### src/rtl/accel_poll_pkg.sv
`timescale 1ns/1ps
package accel_poll_pkg;

  typedef enum logic [2:0] {
    SQ_START,
    SQ_PAUSE,
    SQ_CFG,
    SQ_READ,
    SQ_OUT
  } seq_state_e;

  typedef enum logic [1:0] {
    SE_IDLE,
    SE_LOW,
    SE_HIGH,
    SE_TAIL
  } spi_state_e;

  localparam logic [7:0] CMD_WRITE  = 8'h0A;
  localparam logic [7:0] CMD_READ   = 8'h0B;
  localparam logic [7:0] ADDR_FILT  = 8'h2C;
  localparam logic [7:0] ADDR_POWER = 8'h2D;
  localparam logic [7:0] POWER_MEAS = 8'h02;
  localparam logic [7:0] ADDR_XLOW  = 8'h0E;

  localparam int CFG_BITS  = 24;
  localparam int HEAD_BITS = 16;

endpackage

### src/rtl/accel_spi_engine.sv
`timescale 1ns/1ps
// Mode-0 SPI master: one frame of 1..FRAME_W bits per start pulse, chip select held low for the whole frame.
module accel_spi_engine
  import accel_poll_pkg::*;
#(
  parameter int HALF_CYC = 16,
  parameter int FRAME_W  = 64,
  parameter int RX_W     = 48,
  localparam int LEN_W   = $clog2(FRAME_W + 1),
  localparam int HC_W    = (HALF_CYC > 1) ? $clog2(HALF_CYC) : 1
) (
  input  logic               clk,
  input  logic               rst_n,
  input  logic               start,
  input  logic [LEN_W-1:0]   len,
  input  logic [FRAME_W-1:0] tx_data,
  input  logic               miso,
  output logic               busy,
  output logic               done,
  output logic [RX_W-1:0]    rx_data,
  output logic               sclk,
  output logic               cs_n,
  output logic               mosi
);

  spi_state_e         st_q, st_n;
  logic [HC_W-1:0]    hc_q, hc_n;
  logic [LEN_W-1:0]   bit_q, bit_n;
  logic [LEN_W-1:0]   len_q, len_n;
  logic [FRAME_W-1:0] tx_q, tx_n;
  logic [RX_W-1:0]    rx_q, rx_n;
  logic               sclk_q, sclk_n;
  logic               cs_q, cs_n_nxt;
  logic               done_q, done_n;
  logic               half_end;

  assign half_end = (hc_q == HC_W'(HALF_CYC - 1));

  always_comb begin
    st_n     = st_q;
    hc_n     = hc_q;
    bit_n    = bit_q;
    len_n    = len_q;
    tx_n     = tx_q;
    rx_n     = rx_q;
    sclk_n   = sclk_q;
    cs_n_nxt = cs_q;
    done_n   = 1'b0;
    case (st_q)
      SE_IDLE: begin
        if (start) begin
          st_n     = SE_LOW;
          hc_n     = '0;
          bit_n    = '0;
          len_n    = len;
          tx_n     = tx_data;
          cs_n_nxt = 1'b0;
        end
      end
      SE_LOW: begin
        if (half_end) begin
          hc_n   = '0;
          sclk_n = 1'b1;
          rx_n   = {rx_q[RX_W-2:0], miso};
          st_n   = SE_HIGH;
        end else begin
          hc_n = hc_q + HC_W'(1);
        end
      end
      SE_HIGH: begin
        if (half_end) begin
          hc_n   = '0;
          sclk_n = 1'b0;
          if (bit_q == len_q - LEN_W'(1)) begin
            st_n = SE_TAIL;
          end else begin
            bit_n = bit_q + LEN_W'(1);
            tx_n  = {tx_q[FRAME_W-2:0], 1'b0};
            st_n  = SE_LOW;
          end
        end else begin
          hc_n = hc_q + HC_W'(1);
        end
      end
      SE_TAIL: begin
        if (half_end) begin
          hc_n     = '0;
          cs_n_nxt = 1'b1;
          done_n   = 1'b1;
          st_n     = SE_IDLE;
        end else begin
          hc_n = hc_q + HC_W'(1);
        end
      end
      default: st_n = SE_IDLE;
    endcase
  end

  always_ff @(posedge clk or negedge rst_n) begin
    if (!rst_n) begin
      st_q   <= SE_IDLE;
      hc_q   <= '0;
      bit_q  <= '0;
      len_q  <= '0;
      tx_q   <= '0;
      rx_q   <= '0;
      sclk_q <= 1'b0;
      cs_q   <= 1'b1;
      done_q <= 1'b0;
    end else begin
      st_q   <= st_n;
      hc_q   <= hc_n;
      bit_q  <= bit_n;
      len_q  <= len_n;
      tx_q   <= tx_n;
      rx_q   <= rx_n;
      sclk_q <= sclk_n;
      cs_q   <= cs_n_nxt;
      done_q <= done_n;
    end
  end

  assign busy    = (st_q != SE_IDLE);
  assign done    = done_q;
  assign rx_data = rx_q;
  assign sclk    = sclk_q;
  assign cs_n    = cs_q;
  assign mosi    = tx_q[FRAME_W-1];

  // Checker state: cycles since SCLK last toggled (saturating).
  logic            sclk_d;
  logic [HC_W:0]   tog_cnt;
  always_ff @(posedge clk or negedge rst_n) begin
    if (!rst_n) begin
      sclk_d  <= 1'b0;
      tog_cnt <= '1;
    end else begin
      sclk_d <= sclk_q;
      if (sclk_q != sclk_d) begin
        tog_cnt <= '0;
      end else if (tog_cnt != '1) begin
        tog_cnt <= tog_cnt + 1'b1;
      end
    end
  end

  AST_SCLK_IN_FRAME: assert property (@(posedge clk) disable iff (!rst_n)
    sclk |-> !cs_n);
  AST_MOSI_STEADY_HIGH: assert property (@(posedge clk) disable iff (!rst_n)
    (sclk && $past(sclk)) |-> $stable(mosi));
  AST_HALF_PERIOD: assert property (@(posedge clk) disable iff (!rst_n)
    (sclk_q != sclk_d) |-> (tog_cnt >= (HC_W+1)'(HALF_CYC - 1)));
  AST_START_IDLE: assert property (@(posedge clk) disable iff (!rst_n)
    start |-> cs_n);

endmodule

### src/rtl/accel_seq.sv
`timescale 1ns/1ps
// Startup-then-poll sequencer: two configuration writes, then endless burst reads.
module accel_seq
  import accel_poll_pkg::*;
#(
  parameter int          GAP_CYC    = 50,
  parameter int          FRAME_W    = 64,
  parameter int          RX_W       = 48,
  parameter int          AXIS_W     = 12,
  parameter logic [2:0]  RATE_CODE  = 3'b011,
  parameter logic [1:0]  RANGE_CODE = 2'b00,
  localparam int LEN_W = $clog2(FRAME_W + 1),
  localparam int GAP_W = (GAP_CYC > 1) ? $clog2(GAP_CYC) : 1
) (
  input  logic               clk,
  input  logic               rst_n,
  input  logic               spi_busy,
  input  logic               spi_done,
  input  logic [RX_W-1:0]    rx_data,
  output logic               spi_start,
  output logic [LEN_W-1:0]   spi_len,
  output logic [FRAME_W-1:0] spi_tx,
  output logic [AXIS_W-1:0]  acc_x,
  output logic [AXIS_W-1:0]  acc_y,
  output logic [AXIS_W-1:0]  acc_z
);

  localparam logic [7:0] FILT_BYTE = {RANGE_CODE, 3'b000, RATE_CODE};
  localparam logic [FRAME_W-1:0] TX_CFG0 =
    {CMD_WRITE, ADDR_FILT, FILT_BYTE, {(FRAME_W-CFG_BITS){1'b0}}};
  localparam logic [FRAME_W-1:0] TX_CFG1 =
    {CMD_WRITE, ADDR_POWER, POWER_MEAS, {(FRAME_W-CFG_BITS){1'b0}}};
  localparam logic [FRAME_W-1:0] TX_READ =
    {CMD_READ, ADDR_XLOW, {(FRAME_W-HEAD_BITS){1'b0}}};

  seq_state_e         st_q, st_n;
  logic [GAP_W-1:0]   gap_q, gap_n;
  logic [1:0]         step_q, step_n;
  logic               start_q, start_n;
  logic [LEN_W-1:0]   len_q, len_n;
  logic [FRAME_W-1:0] tx_q, tx_n;
  logic               acc_en;
  logic [AXIS_W-1:0]  acc_x_q, acc_y_q, acc_z_q;
  logic [15:0]        x_word, y_word, z_word;
  logic               gap_end;

  assign gap_end = (gap_q == GAP_W'(GAP_CYC - 1));

  // Burst byte order after the two command bytes: XL XH YL YH ZL ZH.
  assign x_word = {rx_data[39:32], rx_data[47:40]};
  assign y_word = {rx_data[23:16], rx_data[31:24]};
  assign z_word = {rx_data[7:0],   rx_data[15:8]};

  always_comb begin
    st_n    = st_q;
    gap_n   = gap_q;
    step_n  = step_q;
    start_n = 1'b0;
    len_n   = len_q;
    tx_n    = tx_q;
    acc_en  = 1'b0;
    case (st_q)
      SQ_START: begin
        gap_n  = '0;
        step_n = 2'd0;
        st_n   = SQ_PAUSE;
      end
      SQ_PAUSE: begin
        if (gap_end) begin
          start_n = 1'b1;
          if (step_q == 2'd0) begin
            len_n = LEN_W'(CFG_BITS);
            tx_n  = TX_CFG0;
            st_n  = SQ_CFG;
          end else if (step_q == 2'd1) begin
            len_n = LEN_W'(CFG_BITS);
            tx_n  = TX_CFG1;
            st_n  = SQ_CFG;
          end else begin
            len_n = LEN_W'(FRAME_W);
            tx_n  = TX_READ;
            st_n  = SQ_READ;
          end
        end else begin
          gap_n = gap_q + GAP_W'(1);
        end
      end
      SQ_CFG: begin
        if (spi_done) begin
          step_n = step_q + 2'd1;
          gap_n  = '0;
          st_n   = SQ_PAUSE;
        end
      end
      SQ_READ: begin
        if (spi_done) begin
          st_n = SQ_OUT;
        end
      end
      SQ_OUT: begin
        acc_en = 1'b1;
        gap_n  = '0;
        st_n   = SQ_PAUSE;
      end
      default: st_n = SQ_START;
    endcase
  end

  always_ff @(posedge clk or negedge rst_n) begin
    if (!rst_n) begin
      st_q    <= SQ_START;
      gap_q   <= '0;
      step_q  <= 2'd0;
      start_q <= 1'b0;
      len_q   <= '0;
      tx_q    <= '0;
    end else begin
      st_q    <= st_n;
      gap_q   <= gap_n;
      step_q  <= step_n;
      start_q <= start_n;
      len_q   <= len_n;
      tx_q    <= tx_n;
    end
  end

  always_ff @(posedge clk or negedge rst_n) begin
    if (!rst_n) begin
      acc_x_q <= '0;
      acc_y_q <= '0;
      acc_z_q <= '0;
    end else if (acc_en) begin
      acc_x_q <= x_word[AXIS_W-1:0];
      acc_y_q <= y_word[AXIS_W-1:0];
      acc_z_q <= z_word[AXIS_W-1:0];
    end
  end

  assign spi_start = start_q;
  assign spi_len   = len_q;
  assign spi_tx    = tx_q;
  assign acc_x     = acc_x_q;
  assign acc_y     = acc_y_q;
  assign acc_z     = acc_z_q;

  // Checker state: idle cycles of the SPI engine, and finished configuration frames.
  logic [GAP_W+1:0] idle_cnt;
  logic [1:0]       cfg_seen;
  always_ff @(posedge clk or negedge rst_n) begin
    if (!rst_n) begin
      idle_cnt <= '0;
      cfg_seen <= 2'd0;
    end else begin
      if (spi_busy) begin
        idle_cnt <= '0;
      end else if (idle_cnt != '1) begin
        idle_cnt <= idle_cnt + 1'b1;
      end
      if (spi_done && (len_q == LEN_W'(CFG_BITS)) && (cfg_seen != 2'd2)) begin
        cfg_seen <= cfg_seen + 2'd1;
      end
    end
  end

  AST_IDLE_GAP: assert property (@(posedge clk) disable iff (!rst_n)
    spi_start |-> (idle_cnt >= (GAP_W+2)'(GAP_CYC)));
  AST_READ_AFTER_CFG: assert property (@(posedge clk) disable iff (!rst_n)
    (spi_start && (spi_len == LEN_W'(FRAME_W))) |-> (cfg_seen == 2'd2));
  AST_OUT_WHEN_IDLE: assert property (@(posedge clk) disable iff (!rst_n)
    !$stable(acc_x) |-> !spi_busy);
  AST_AXES_TOGETHER: assert property (@(posedge clk) disable iff (!rst_n)
    (!$stable(acc_y) || !$stable(acc_z)) |-> !spi_busy);

endmodule

### src/rtl/accel_poll_ctrl.sv
`timescale 1ns/1ps
module accel_poll_ctrl
  import accel_poll_pkg::*;
#(
  parameter int unsigned CLK_HZ     = 250_000_000,
  parameter int unsigned SCLK_MAX   = 8_000_000,
  parameter int unsigned GAP_NS     = 200,
  parameter logic [2:0]  RATE_CODE  = 3'b011,
  parameter logic [1:0]  RANGE_CODE = 2'b00,
  parameter int          AXIS_W     = 12
) (
  input  logic              clk,
  input  logic              rst_n,
  input  logic              miso,
  output logic              sclk,
  output logic              cs_n,
  output logic              mosi,
  output logic [AXIS_W-1:0] acc_x,
  output logic [AXIS_W-1:0] acc_y,
  output logic [AXIS_W-1:0] acc_z
);

  localparam int FRAME_W = 64;
  localparam int RX_W    = FRAME_W - HEAD_BITS;
  localparam int LEN_W   = $clog2(FRAME_W + 1);
  localparam longint unsigned HALF_L =
    (longint'(CLK_HZ) + 2 * longint'(SCLK_MAX) - 1) / (2 * longint'(SCLK_MAX));
  localparam longint unsigned GAP_L =
    (longint'(CLK_HZ) * longint'(GAP_NS) + 64'd999_999_999) / 64'd1_000_000_000;
  localparam int HALF_CYC = (HALF_L < 1) ? 1 : int'(HALF_L);
  localparam int GAP_CYC  = (GAP_L < 2) ? 2 : int'(GAP_L);

  // Reset: asserted asynchronously, released on a clock edge.
  logic rst_meta, rst_sync;
  always_ff @(posedge clk or negedge rst_n) begin
    if (!rst_n) begin
      rst_meta <= 1'b0;
      rst_sync <= 1'b0;
    end else begin
      rst_meta <= 1'b1;
      rst_sync <= rst_meta;
    end
  end

  logic               spi_start, spi_busy, spi_done;
  logic [LEN_W-1:0]   spi_len;
  logic [FRAME_W-1:0] spi_tx;
  logic [RX_W-1:0]    spi_rx;

  accel_seq #(
    .GAP_CYC   (GAP_CYC),
    .FRAME_W   (FRAME_W),
    .RX_W      (RX_W),
    .AXIS_W    (AXIS_W),
    .RATE_CODE (RATE_CODE),
    .RANGE_CODE(RANGE_CODE)
  ) u_seq (
    .clk      (clk),
    .rst_n    (rst_sync),
    .spi_busy (spi_busy),
    .spi_done (spi_done),
    .rx_data  (spi_rx),
    .spi_start(spi_start),
    .spi_len  (spi_len),
    .spi_tx   (spi_tx),
    .acc_x    (acc_x),
    .acc_y    (acc_y),
    .acc_z    (acc_z)
  );

  accel_spi_engine #(
    .HALF_CYC(HALF_CYC),
    .FRAME_W (FRAME_W),
    .RX_W    (RX_W)
  ) u_spi (
    .clk    (clk),
    .rst_n  (rst_sync),
    .start  (spi_start),
    .len    (spi_len),
    .tx_data(spi_tx),
    .miso   (miso),
    .busy   (spi_busy),
    .done   (spi_done),
    .rx_data(spi_rx),
    .sclk   (sclk),
    .cs_n   (cs_n),
    .mosi   (mosi)
  );

endmodule

### config.mk
export PLATFORM = sky130hd
export DESIGN_NAME = accel_poll_ctrl
export DESIGN_NICKNAME = d
export VERILOG_FILES = /design/src/rtl/accel_poll_pkg.sv /design/src/rtl/accel_spi_engine.sv /design/src/rtl/accel_seq.sv /design/src/rtl/accel_poll_ctrl.sv
export SDC_FILE = /design/constraint.sdc
export NUM_CORES = 1
export LEC_CHECK = 0
export ABC_CLOCK_PERIOD_IN_PS = 5000
export BUFFER_PORTS_ARGS = -buffer_cell sky130_fd_sc_hd__buf_4
export CAP_MARGIN = 5
export CORE_MARGIN = 1.5
export CORE_UTILIZATION = 50
export CTS_CLUSTER_SIZE = 16
export DETAILED_ROUTE_END_ITERATION = 8
export PLACE_DENSITY = 0.72
export SLEW_MARGIN = 20
export SYNTH_ARGS = -nofsm -noshare
export SYNTH_HDL_FRONTEND = slang
export SYNTH_SLANG_ARGS = --single-unit
### constraint.sdc
create_clock -name clk -period 5 [get_ports clk]
set_input_delay 0.25 -clock clk [delete_from_list [all_inputs] [get_ports clk]]
set_output_delay 0.25 -clock clk [all_outputs]
set_load 0.03 [all_outputs]
==> flow_metrics.env <==
export IMPL_synth_seq_area_share=0.613
export IMPL_clock_sinks=145
export IMPL_pre_cts_ws_ns=2.81
export IMPL_clkTransAtPathRegs_ns=0.06
export IMPL_vias_per_cell=5.36
export IMPL_cts_htree_levels=4
export IMPL_fill_cells=920
export IMPL_antenna_cells=0
export IMPL_yosysWarnings=0
export IMPL_dieWidth_um=112
export IMPL_period_share=0.443
export IMPL_finalPower_mw=2.35
export IMPL_ir_drop_v=0.000231
export IMPL_finalWirelength_um=9620
export IMPL_post_synth_top_count_cell="dfrtp_1"
export IMPL_drt_iter0_markers=178
export IMPL_setup_tns_final_ns=0
export IMPL_portBuffers=41
export IMPL_die_h_um=112
export IMPL_fin_skew_ns=0.00728
export IMPL_hpwlAfterDp_um=6030
export IMPL_io_pins=42
export IMPL_hold_class="in2reg"
export IMPL_dp_cells=629
export IMPL_first_pass_iters=4
export IMPL_synthFlopType="dfrtp_1"
export IMPL_pwr_density_cell_nw_per_um2=342
export IMPL_rsz0062_at_grt="false"
export IMPL_synth_largest_area_cell="dfrtp_1"
export IMPL_layout_setup_ws_ns=2.79
export IMPL_rows=39
export IMPL_ys_top_cells_by_area="dfrtp_1 61%, mux2_2 17%, nand2_1 3.4%, o21ai_0 2.7%, a21oi_1 1.4%"
export IMPL_drcViolationCount=0
export IMPL_ctsResizeCount=0
export IMPL_clockRootBuffer="clkbuf_16"
export IMPL_fin_util=0.598
export IMPL_syn_num_nets=472
export IMPL_routedWlPerCell_um=14.6
export IMPL_cp_start_kind="register"
export IMPL_syn2layout_area_growth_pct=15.9
export IMPL_critical_path_class="reg2reg"
export IMPL_start_util=0.516
export IMPL_synth_cell_types=51
export IMPL_path_max_fanout=49
export IMPL_numCtsBuffers=17
export IMPL_synth_seq_cells=145
export IMPL_worstPathArrival_ns=2.50
export IMPL_num_vias=3540
export IMPL_reg2reg_depth=6
export IMPL_cts_tree="built"
export IMPL_grt_max_degree=62
export IMPL_worst_endpoint_required_ns=5.29
export IMPL_synth_edff_count=0
export IMPL_status="finished, final reports clean"
export IMPL_avgSynthCellArea_um2=12.8
export IMPL_nNetsFinal=515
export IMPL_grt_first_pass_wirelength_um=16900
export IMPL_power_leakage_nw=3.40
export IMPL_worst_slew_pin_slew_ns=0.773
export IMPL_maxCapViolCount=0
export IMPL_setup_violations=0
export IMPL_antenna_left=0
export IMPL_antenna_found_initial=0
export IMPL_netlist_area_um2=5920
export IMPL_instances_no_fill=661
export IMPL_grt_usage=0.168
export IMPL_coreArea_um2=11500
export IMPL_drive_above_1_share=0.349
export IMPL_min_path_cells=2
export IMPL_synth_async_sr_flop_share=1.00
export IMPL_clockBufferDepth=2
export IMPL_gr_total_overflow=0
export IMPL_gp_congestion=0.719
export IMPL_timing_fmax_mhz=452
export IMPL_synth_cells=463
export IMPL_synthTopCellsByCount="144 x dfrtp_1, 90 x mux2_2, 54 x nand2_1"
export IMPL_max_slew_margin_rel=0.484
export IMPL_maxSlewViolCount=0
export IMPL_grt_pass1_vias=3622
export IMPL_synth_top_area_share=0.609
export IMPL_endpoint_kind="register"
export IMPL_fp_dieArea_um2=12500
export IMPL_clk_latency_ns=0.41
export IMPL_fin_crit_ns=2.21
export IMPL_hold_violations=0
==> critical path, cell delays in order, from the launching register on <==
cell,delay (ns)
dfrtp_1,0.40
ha_1,0.22
and3_1,0.33
nand2_1,0.13
nor2_4,0.09
buf_4,0.49
mux2_2,0.40
==> stage by stage <==
stage                     area [µm²]  hold WS, ns
after floorplan                 5920      -0.0456
after global placement          6310       0.0327
after detailed placement        6310       0.0350
after CTS                       6860       0.0578
after global routing            6860       0.0611
final                           6860       0.0741
==> flip-flops by register name (all words and copies together), names as in the netlist, 3 cells and up <==
name and flops:
u_seq.gap_q 6, u_spi.rx_data 48, u_seq.acc_x 12, u_seq.acc_z 12, u_spi.hc_q 4, u_spi.bit_q 7
u_seq.acc_y 12, u_spi.tx_q 24, u_seq.spi_tx 4, u_seq.st_q 3
==> metal layers <==
metal	track usage	up-vias	share of wire
met3	0.0550	8	0.039
met1	0.217	1785	0.47
met5	0	-	0
met4	0.0565	0	0.0075
li1	-	1701	-
met2	0.270	46	0.49
==> final timing paths <==
check | startpoint | to | slack (ns)
setup reg to reg | u_spi.hc_q[0]$_DFFE_PN0P_ | u_spi.rx_data[37]$_DFFE_PN0P_ | 2.79
min in group asynchronous | rst_n | rst_meta$_DFF_PN0_ | 0.16
hold reg to reg | rst_meta$_DFF_PN0_ | rst_sync$_DFF_PN0_ | 0.35
setup / recovery | u_spi.hc_q[0]$_DFFE_PN0P_ | u_spi.rx_data[37]$_DFFE_PN0P_ | 2.79
max in group asynchronous | rst_sync$_DFF_PN0_ | u_spi.rx_data[25]$_DFFE_PN0P_ | 3.46
hold / removal | miso | u_spi.rx_data[0]$_DFFE_PN0P_ | 0.07
==> cells in the final DEF (no fill, tap or decap), types with 2 or more instances in the layout <==
cell type	netlist	final
dfrtp_1	144	143
mux2_2	90	90
nand2_1	54	54
buf_4	7	47
o21ai_0	32	32
a21oi_1	17	17
clkbuf_16	0	17
nand3_1	11	11
nor2_1	11	11
nand2b_1	9	9
and3_1	6	6
ha_1	6	6
clkinv_2	0	6
inv_1	4	4
and2_1	4	4
o31ai_1	4	4
o21ai_1	4	4
or2_2	3	3
a31oi_1	3	3
a21o_1	3	3
nor3_1	3	3
clkinvlp_4	0	3
nor3b_2	1	2
a31o_2	2	2
nand3b_1	2	2
clkbuf_1	3	2
==> kinds of logic after synthesis <==
logic type / Yosys count / share of synthesized area
flip-flops: 145 / 0.613
AND/OR/NAND/NOR: 114 / 0.0939
multiplexers: 92 / 0.175
AO/OA/AOI/OAI: 75 / 0.0740
buffers and inverters: 28 / 0.0273
adder cells (fa/ha/maj): 6 / 0.0127
XOR/XNOR: 2 / 0.00296
other: 1 / 0.000634
==> timing repair <==
action | 4_1_cts | 5_1_grt
hold endpoints to repair | 2 | 0
buffers inserted | 0 | 0
hold buffers | 1 | 0
==> report_power, final <==
part           internal, mW  total (mW)  switching [mW]
combinational       0.00249      0.0152          0.0127
clock                 0.688        1.15           0.460
sequential             1.17        1.18         0.00911
total                  1.87        2.35           0.482
==> area by class of cell <==
| cell class | count | area [µm²] | area share |
|---|---|---|---|
| multi-input cells | 290 | 2130 | 0.311 |
| clock buffers | 20 | 447 | 0.0651 |
| repair buffers | 48 | 363 | 0.0529 |
| flip-flops and latches | 145 | 3630 | 0.530 |
| well taps | 143 | 179 | 0.0261 |
| clock inverters | 11 | 91.3 | 0.0133 |
| inverters | 4 | 15.0 | 0.00219 |
(Power assumes the default switching activity.)
